==> config.mk <==
export PLATFORM = sky130hd
export DESIGN_NAME = trace_step_seq
export DESIGN_NICKNAME = d
export VERILOG_FILES = /design/src/rtl/trace_step_pkg.sv /design/src/rtl/trace_step_fsm.sv /design/src/rtl/trace_step_addr.sv /design/src/rtl/trace_step_ige.sv /design/src/rtl/trace_step_seq.sv
export SDC_FILE = /design/constraint.sdc
export NUM_CORES = 1
export LEC_CHECK = 0
export BUFFER_PORTS_ARGS = -buffer_cell sky130_fd_sc_hd__buf_4
export CAP_MARGIN = 10
export CORE_AREA = 5 5 64 66
export CTS_CLUSTER_SIZE = 10
export DETAILED_ROUTE_END_ITERATION = 6
export DIE_AREA = 0 0 69 71
export PLACE_DENSITY = 0.75
export SYNTH_ARGS = -nofsm -noshare
export SYNTH_HDL_FRONTEND = slang
export SYNTH_SLANG_ARGS = --single-unit
==> constraint.sdc <==
create_clock -name clk_i -period 1.5 [get_ports clk_i]
set_clock_uncertainty 0.1 [all_clocks]
set_input_delay 0.075 -clock clk_i [delete_from_list [all_inputs] [get_ports clk_i]]
set_output_delay 0.075 -clock clk_i [all_outputs]
set_load 0.02 [all_outputs]
==> src/rtl/trace_step_pkg.sv <==
package trace_step_pkg;
  typedef enum logic [3:0] {
    S_OFF, S_DBG_IDLE, S_BUSY, S_POP_REQ, S_POP_WAIT, S_IGE_RST, S_RUN,
    S_EXEC, S_PUSH_REQ, S_PUSH_WAIT, S_LOAD_IP, S_CLR_IGE, S_HALT
  } step_state_e;

  localparam logic [1:0] ST_OFF  = 2'b00;
  localparam logic [1:0] ST_IDLE = 2'b01;
  localparam logic [1:0] ST_BUSY = 2'b10;

  function automatic logic [1:0] status_of(step_state_e s);
    case (s)
      S_OFF:      return ST_OFF;
      S_DBG_IDLE: return ST_IDLE;
      default:    return ST_BUSY;
    endcase
  endfunction
endpackage

==> src/rtl/trace_step_fsm.sv <==
module trace_step_fsm
  import trace_step_pkg::*;
(
  input  logic        clk_i,
  input  logic        rst_ni,
  input  logic        dbg_enter_i,
  input  logic        trace_i,
  input  logic        pop_ack_i,
  input  logic        push_ack_i,
  input  logic        instr_done_i,
  output step_state_e state_o
);
  step_state_e state_q, state_d;

  always_comb begin
    state_d = state_q;
    unique case (state_q)
      S_OFF:       if (dbg_enter_i) state_d = S_DBG_IDLE;
      S_DBG_IDLE:  if (trace_i) state_d = S_BUSY;
      S_BUSY:      state_d = S_POP_REQ;
      S_POP_REQ:   state_d = S_POP_WAIT;
      S_POP_WAIT:  if (pop_ack_i) state_d = S_IGE_RST;
      S_IGE_RST:   state_d = S_RUN;
      S_RUN:       state_d = S_EXEC;
      S_EXEC:      if (instr_done_i) state_d = S_PUSH_REQ;
      S_PUSH_REQ:  state_d = S_PUSH_WAIT;
      S_PUSH_WAIT: if (push_ack_i) state_d = S_LOAD_IP;
      S_LOAD_IP:   state_d = S_CLR_IGE;
      S_CLR_IGE:   state_d = S_HALT;
      S_HALT:      state_d = S_DBG_IDLE;
      default:     state_d = S_OFF;
    endcase
  end

  always_ff @(posedge clk_i or negedge rst_ni) begin
    if (!rst_ni) state_q <= S_OFF;
    else         state_q <= state_d;
  end

  assign state_o = state_q;

  p_busy_first_r3: assert property (@(posedge clk_i) disable iff (!rst_ni)
    (state_q == S_DBG_IDLE && trace_i) |=> (state_q == S_BUSY));

  p_off_ignores_trace_r4: assert property (@(posedge clk_i) disable iff (!rst_ni)
    (state_q == S_OFF && !dbg_enter_i) |=> (state_q == S_OFF));

  p_pop_wait_r5: assert property (@(posedge clk_i) disable iff (!rst_ni)
    (state_q == S_POP_WAIT && !pop_ack_i) |=> (state_q == S_POP_WAIT));

  p_exec_unbounded_r8: assert property (@(posedge clk_i) disable iff (!rst_ni)
    (state_q == S_EXEC && !instr_done_i) |=> (state_q == S_EXEC));

  p_push_wait_r9: assert property (@(posedge clk_i) disable iff (!rst_ni)
    (state_q == S_PUSH_WAIT && !push_ack_i) |=> (state_q == S_PUSH_WAIT));
endmodule

==> src/rtl/trace_step_addr.sv <==
module trace_step_addr #(
  parameter int unsigned           ADDR_W = 16,
  parameter logic [ADDR_W-1:0]     VECTOR = 16'h8010
) (
  input  logic              clk_i,
  input  logic              rst_ni,
  input  logic              cap_i,
  input  logic [ADDR_W-1:0] data_i,
  output logic [ADDR_W-1:0] ret_addr_o,
  output logic [ADDR_W-1:0] vector_o
);
  logic [ADDR_W-1:0] ret_q;

  always_ff @(posedge clk_i or negedge rst_ni) begin
    if (!rst_ni)    ret_q <= '0;
    else if (cap_i) ret_q <= data_i;
  end

  assign ret_addr_o = ret_q;
  assign vector_o   = VECTOR;

  p_addr_hold_r9: assert property (@(posedge clk_i) disable iff (!rst_ni)
    !cap_i |=> $stable(ret_q));
endmodule

==> src/rtl/trace_step_ige.sv <==
module trace_step_ige (
  input  logic clk_i,
  input  logic rst_ni,
  input  logic cap_i,
  input  logic ige_i,
  output logic saved_o
);
  logic saved_q;

  always_ff @(posedge clk_i or negedge rst_ni) begin
    if (!rst_ni)    saved_q <= 1'b0;
    else if (cap_i) saved_q <= ige_i;
  end

  assign saved_o = saved_q;

  p_saved_hold_r2: assert property (@(posedge clk_i) disable iff (!rst_ni)
    !cap_i |=> $stable(saved_q));
endmodule

==> src/rtl/trace_step_seq.sv <==
module trace_step_seq
  import trace_step_pkg::*;
#(
  parameter int unsigned       ADDR_W = 16,
  parameter logic [ADDR_W-1:0] VECTOR = 16'h8010
) (
  input  logic              clk_i,
  input  logic              rst_ni,
  input  logic              dbg_enter_i,
  input  logic              cpu_ige_i,
  input  logic              trace_i,
  output logic              pop_req_o,
  input  logic              pop_ack_i,
  input  logic [ADDR_W-1:0] pop_data_i,
  output logic              ige_set_o,
  output logic              ige_clr_o,
  output logic              exec_go_o,
  output logic [ADDR_W-1:0] exec_addr_o,
  input  logic              instr_done_i,
  output logic              stall_o,
  output logic              fetch_block_o,
  output logic              halt_o,
  output logic              push_req_o,
  input  logic              push_ack_i,
  output logic [ADDR_W-1:0] push_data_o,
  output logic              ip_load_o,
  output logic [ADDR_W-1:0] ip_value_o,
  output logic [1:0]        status_o
);
  step_state_e       state;
  logic              saved_ige;
  logic [ADDR_W-1:0] ret_addr;
  logic              freeze;

  trace_step_fsm u_fsm (
    .clk_i, .rst_ni, .dbg_enter_i, .trace_i, .pop_ack_i, .push_ack_i,
    .instr_done_i, .state_o(state)
  );

  trace_step_ige u_ige (
    .clk_i, .rst_ni,
    .cap_i  (state == S_OFF && dbg_enter_i),
    .ige_i  (cpu_ige_i),
    .saved_o(saved_ige)
  );

  trace_step_addr #(.ADDR_W(ADDR_W), .VECTOR(VECTOR)) u_addr (
    .clk_i, .rst_ni,
    .cap_i     (state == S_POP_WAIT && pop_ack_i),
    .data_i    (pop_data_i),
    .ret_addr_o(ret_addr),
    .vector_o  (ip_value_o)
  );

  // stall and fetch inhibit rise with completion, hold through halt stage
  always_comb begin
    unique case (state)
      S_PUSH_REQ, S_PUSH_WAIT, S_LOAD_IP, S_CLR_IGE, S_HALT: freeze = 1'b1;
      S_EXEC:  freeze = instr_done_i;
      default: freeze = 1'b0;
    endcase
  end

  assign pop_req_o     = (state == S_POP_REQ);
  assign ige_set_o     = (state == S_IGE_RST) && saved_ige;
  assign exec_go_o     = (state == S_RUN);
  assign exec_addr_o   = ret_addr;
  assign push_req_o    = (state == S_PUSH_REQ);
  assign push_data_o   = ret_addr;
  assign ip_load_o     = (state == S_LOAD_IP);
  assign ige_clr_o     = (state == S_CLR_IGE);
  assign stall_o       = freeze;
  assign fetch_block_o = freeze;
  assign halt_o        = (state == S_DBG_IDLE) || (state == S_BUSY) ||
                         (state == S_POP_REQ)  || (state == S_POP_WAIT) ||
                         (state == S_IGE_RST)  || (state == S_HALT);
  assign status_o      = status_of(state);

  p_one_strobe_r12: assert property (@(posedge clk_i) disable iff (!rst_ni)
    $onehot0({pop_req_o, ige_set_o, exec_go_o, push_req_o, ip_load_o, ige_clr_o}));

  p_pop_pulse_r5: assert property (@(posedge clk_i) disable iff (!rst_ni)
    pop_req_o |=> !pop_req_o);

  p_push_pulse_r9: assert property (@(posedge clk_i) disable iff (!rst_ni)
    push_req_o |=> !push_req_o);

  p_run_after_set_r7: assert property (@(posedge clk_i) disable iff (!rst_ni)
    exec_go_o |-> !halt_o);

  p_load_after_ack_r10: assert property (@(posedge clk_i) disable iff (!rst_ni)
    ip_load_o |=> ige_clr_o);

  p_clr_then_halt_r11: assert property (@(posedge clk_i) disable iff (!rst_ni)
    ige_clr_o |=> (halt_o && stall_o && status_o == ST_BUSY));
endmodule

; ---- After elaboration in Yosys (flattened, before gate mapping)
; Index checks and enable logic that the tools add are counted.
[totals]
reg_bits = 21
input_bits = 24
out_inout_bits = 59
[op_classes]
n_eq_ne = 17
muxes = 8
reduce_logical = 11
[ops]
columns = operator, count
row1 = $pmux W4 S13, 1
row2 = $eq A4 B4 Y1 const B, 5
row3 = $mux W4, 5
row4 = $eq A4 B3 Y1 const B, 4
row5 = $ne A2 B2 Y1 const B, 5
row6 = $eq A4 B2 Y1 const B, 2
row7 = $logic_or A1 B1 Y1, 5
row8 = $reduce_and A5 Y1, 1
row9 = $reduce_or A5 Y1, 1
row10 = $eq A4 B1 Y1 const B, 1
row11 = $logic_not A4 Y1, 1
row12 = $pmux W2 S2, 1
row13 = $logic_and A1 B1 Y1, 3
row14 = $pmux W1 S2, 1

; ---- Longest topological paths before layout
[depth]
ltp_word = 6
ltp_mapped = 6
ltp_nobuf = 4

; ---- Hierarchy
; Synthesis repeated with hierarchy kept, for this count alone.
[hier_totals]
cells_unflattened = 121
area_unflattened_um2 = 1373.8
[by_module_without_submodules]
columns = mod, instances, cells_each, area_per_inst_um2
row1 = trace_step_addr, 1, 52, 777.0
row2 = trace_step_seq, 1, 43, 314.1
row3 = trace_step_fsm, 1, 24, 242.7
row4 = trace_step_ige, 1, 2, 40.0

; ---- Worst setup path before layout
; No wires, ideal clock.
[synth_path]
path_kind = reg2reg
start = reg u_fsm.state_q[1], in the netlist u_fsm.state_o[1]
end = reg u_fsm.state_q[0], in the netlist u_fsm.state_o[0]
setup_time_ps = 125
arrival_ps = 1519
required_ps = 1275
path_slack_ps = -244
stages_incl_launch_ff = 6
n_path_buf = 1
path_cell_list = dfrtp_1 > buf_6 > or3_4 > a211oi_2 > a211o_2 > mux2_4
[synth_between]
elab_chain_len = 3
[synth_lines]
columns = item, line_no
row1 = start: declaration, trace_step_fsm.sv:13  ; step_state_e state_q, state_d;
row2 = start signal: assignment, trace_step_fsm.sv:37  ; else state_q <= state_d;
row3 = $eq A4 B4 Y1 (tied with other cells), trace_step_fsm.sv:17  ; unique case (state_q)
row4 = $ne A2 B2 Y1 (no line), n/a
row5 = $reduce_and A5 Y1 (no line), n/a
; Several ways; a longest one is shown, not always the timed one.
; A chain may end at the register's enable or synchronous reset.

; ---- Worst setup path in the final report
; Ends and elaborated chain as after synthesis.

==> flow_summary.json <==
{
  "synth_area_leaders": "dfrtp_1 (42%), buf_4 (21%), mux2_2 (16%)",
  "numCtsBuffers": 3,
  "grt_overflow": 0,
  "grt_first_pass_wirelength_um": 5520,
  "setup_viol": 28,
  "cts_sinks": 21,
  "synth_sequential_area_ratio_pct": 41.7,
  "startpoint": "u_fsm.state_o[1]",
  "yosysMostFrequentCell": "buf_4",
  "yosys.area_share.adder_pct": 0,
  "multi_input_area_um2": 602,
  "hold_viol": 0,
  "io_buffers": 66,
  "internal-power_mw": 2.69,
  "postLayoutSetupSlackWorst_ps": -116,
  "rsz0062_at_grt": "true",
  "drt_pass1_iterations": 2,
  "synth_cells": 116,
  "finalCriticalPeriod_ps": 1620,
  "clk_pin_slew_worst_paths_ps": 130,
  "ir_worst_vdd_mv": 1.19,
  "yosys.cell_types.count": 27,
  "crit_type": "reg2reg",
  "grt_util_all_layers_pct": 13.8,
  "p_leak_nw": 1.02,
  "routed_wl_um": 3450,
  "vias_per_cell": 4.27,
  "cts_tree": "built",
  "timing.rr.start": "u_fsm.state_o[1]",
  "ys_warn_count": 0,
  "ant_nets": 0,
  "ioPinCount": 83,
  "cp.arrival_ps": 1720,
  "drc": 0,
  "path_delay_family": "flip-flops",
  "slowest_delay_ps": 450,
  "synth_top_family_by_area": "buffers and inverters",
  "cts_max_path_buffers": 2,
  "cp_cell_sequence": "or3_4 > a211oi_2 > a211o_2 > mux2_4",
  "num_vias": 1051,
  "avgSynthCellArea_um2": 10.9,
  "core_um2": 3520,
  "worst-path-buf-inv": 0,
  "num-fill-cells": 292,
  "area_delta_synth_final_pct": 67.7,
  "hold_start": "dbg_enter_i",
  "synthMuxAreaShare_pct": 18.1,
  "gp_congestion": 0.835,
  "nets": 223,
  "syn-cell-area_um2": 1260,
  "synthArstFlopShare_pct": 100,
  "grt_antenna_before_repair": 0,
  "synth_ff_type": "dfrtp_1",
  "synth_compound_gate_area_share_pct": 5.65,
  "placementRows": 22,
  "p_switching_mw": 2.11,
  "die_area_um2": 4900,
  "die_height_um": 71,
  "hold_class": "in2reg",
  "powerDensity_nw_per_um2": 2270,
  "pre_cts_slack_ps": -142,
  "cp_slowest_cell": "dfrtp_2",
  "clk_latency_ps": 310,
  "h-tree-depth": 1,
  "seq_power_share_pct": 22.9,
  "crit_path_max_fanout": 5,
  "endpoint_kind": "flip-flop",
  "p_comb_share_pct": 71.4,
  "worstSetupStartpointType": "flip-flop",
  "finalMaxSlewViolations": 0,
  "yosysTopAreaCellShare_pct": 41.7,
  "drv_cap": 0,
  "grt_max_degree": 22,
  "cp.required_ps": 1610,
  "synth_xor_xnor_area_share_pct": 0,
  "drive_gt1_share_pct": 65.2,
  "drt-initial-drc-count": 6,
  "dieWidth_um": 69,
  "power_frac_clock_pct": 5.7,
  "synth_top_cells_by_count": "buf_4 (35), dfrtp_1 (21), mux2_2 (18)",
  "yosys_register_bits": 21,
  "fmax_mhz": 619,
  "yosys.area_share.simple_pct": 10.4,
  "tns_ps": -1480,
  "status": "finished, violations left",
  "grt_pass1_vias": 1104,
  "period_share_pct": 108,
  "p_sw_share_pct": 44.0,
  "clockRootBuffer": "clkbuf_4",
  "place_hpwl_um": 2210,
  "wl_per_cell_um": 14.0,
  "synth_edf_count": 0,
  "violations": "negative setup slack",
  "n_antenna_cell": 0,
  "start_util_pct": 35.8,
  "yosys.area.top_type": "dfrtp_1",
  "final-seq-area_um2": 528
}
worst register-to-register path, delay by kind of cell (launching register included):
family             cells  cell delay (ps)
DFF                    1              450
and+or+nand+nor        1              390
AOI/OAI and AO/OA      2              300
muxes                  1              290
placed cells by master, fill, tap and decap left out, types with 2 or more instances in the layout:
| cell | count |
|---|---|
| nor2_4 | 2 |
| nand2b_4 | 2 |
| o21ai_0 | 2 |
| mux2_2 | 18 |
| or3_4 | 2 |
| dfrtp_2 | 2 |
| buf_6 | 17 |
| nor2_1 | 3 |
| buf_4 | 65 |
| dfrtp_1 | 19 |
| nor3_4 | 2 |
| o21ai_4 | 2 |
| dlygate4sd3_1 | 19 |
| nor3_1 | 2 |
| conb_1 | 16 |
| clkbuf_4 | 3 |
cell families (layout without fill, tap and decap cells):
kind of cell / after synthesis / count (layout)
multiplexers: 20 / 20
other: 2 / 16
AND/OR/NAND/NOR: 23 / 23
flip-flops: 21 / 21
buffers and inverters: 40 / 108
AO/OA/AOI/OAI: 10 / 10
per-layer routing:
metal / vias to the layer above / GRT usage [%] / part of all wire (%)
met5: - / 0 / 0
met4: 0 / 4.34 / 0.67
li1: 507 / - / -
met1: 480 / 15.8 / 40
met2: 60 / 24.4 / 51
met3: 4 / 4.69 / 8.7
sequential cells by signal, indices dropped and copies added, names as in the netlist:
name               flops
u_addr.ret_addr_o     16
u_fsm.state_o          4
u_ige.saved_o          1
what timing repair did:
| action | in CTS | in global routing |
|---|---|---|
| pin swaps | 3 | 1 |
| gates resized for setup | 27 | 18 |
| hold buffers | 19 | 0 |
| hold endpoints to repair | 40 | 0 |
| buffers inserted | 2 | 2 |
| setup endpoints to repair | 20 | 29 |
layout make-up:
cell class / instances / share of cell area (%)
repair buffers: 102 / 42.1
multi-input cells: 69 / 28.5
flip-flops and latches: 21 / 25.0
well taps: 48 / 2.84
clock buffers: 3 / 1.07
inverters: 2 / 0.355
clock inverters: 1 / 0.237
per-stage QoR:
stage / hold slack (ps) / util, % / cell area (um^2) / instances / total power, mW
6_report: 7.72 / 60.0 / 2110 / 246 / 4.80
5_1_grt: 9.22 / 60.0 / 2110 / 246 / 5.10
4_1_cts: 4.53 / 57.1 / 2010 / 244 / 4.51
3_5_place_dp: -124 / 47.9 / 1690 / 219 / 3.91
3_3_place_gp: -124 / 47.9 / 1690 / 219 / 3.87
2_1_floorplan: -321 / - / 1310 / 130 / 3.01
power by group through the flow:
stage,Clock (mW),Combinational (mW),Sequential (mW)
2_1_floorplan,0,1.71,1.30
3_3_place_gp,0,2.80,1.07
3_5_place_dp,0,2.82,1.09
4_1_cts,0.287,3.14,1.08
5_1_grt,0.317,3.63,1.15
6_report,0.273,3.43,1.10
final timing paths:
kind / to / slack (ps) / cells after the start
setup / recovery: u_fsm.state_o[0] / -120 / 4
hold / removal: u_ige.saved_o / 8 / 3
setup reg to reg: u_fsm.state_o[0] / -120 / 4
hold reg to reg: u_ige.saved_o / 440 / 1
max in group asynchronous: u_fsm.state_o[1] / 960 / 2
min in group asynchronous: u_addr.ret_addr_o[1] / 80 / 2
No activity file was read; power rests on OpenSTA's default activity.
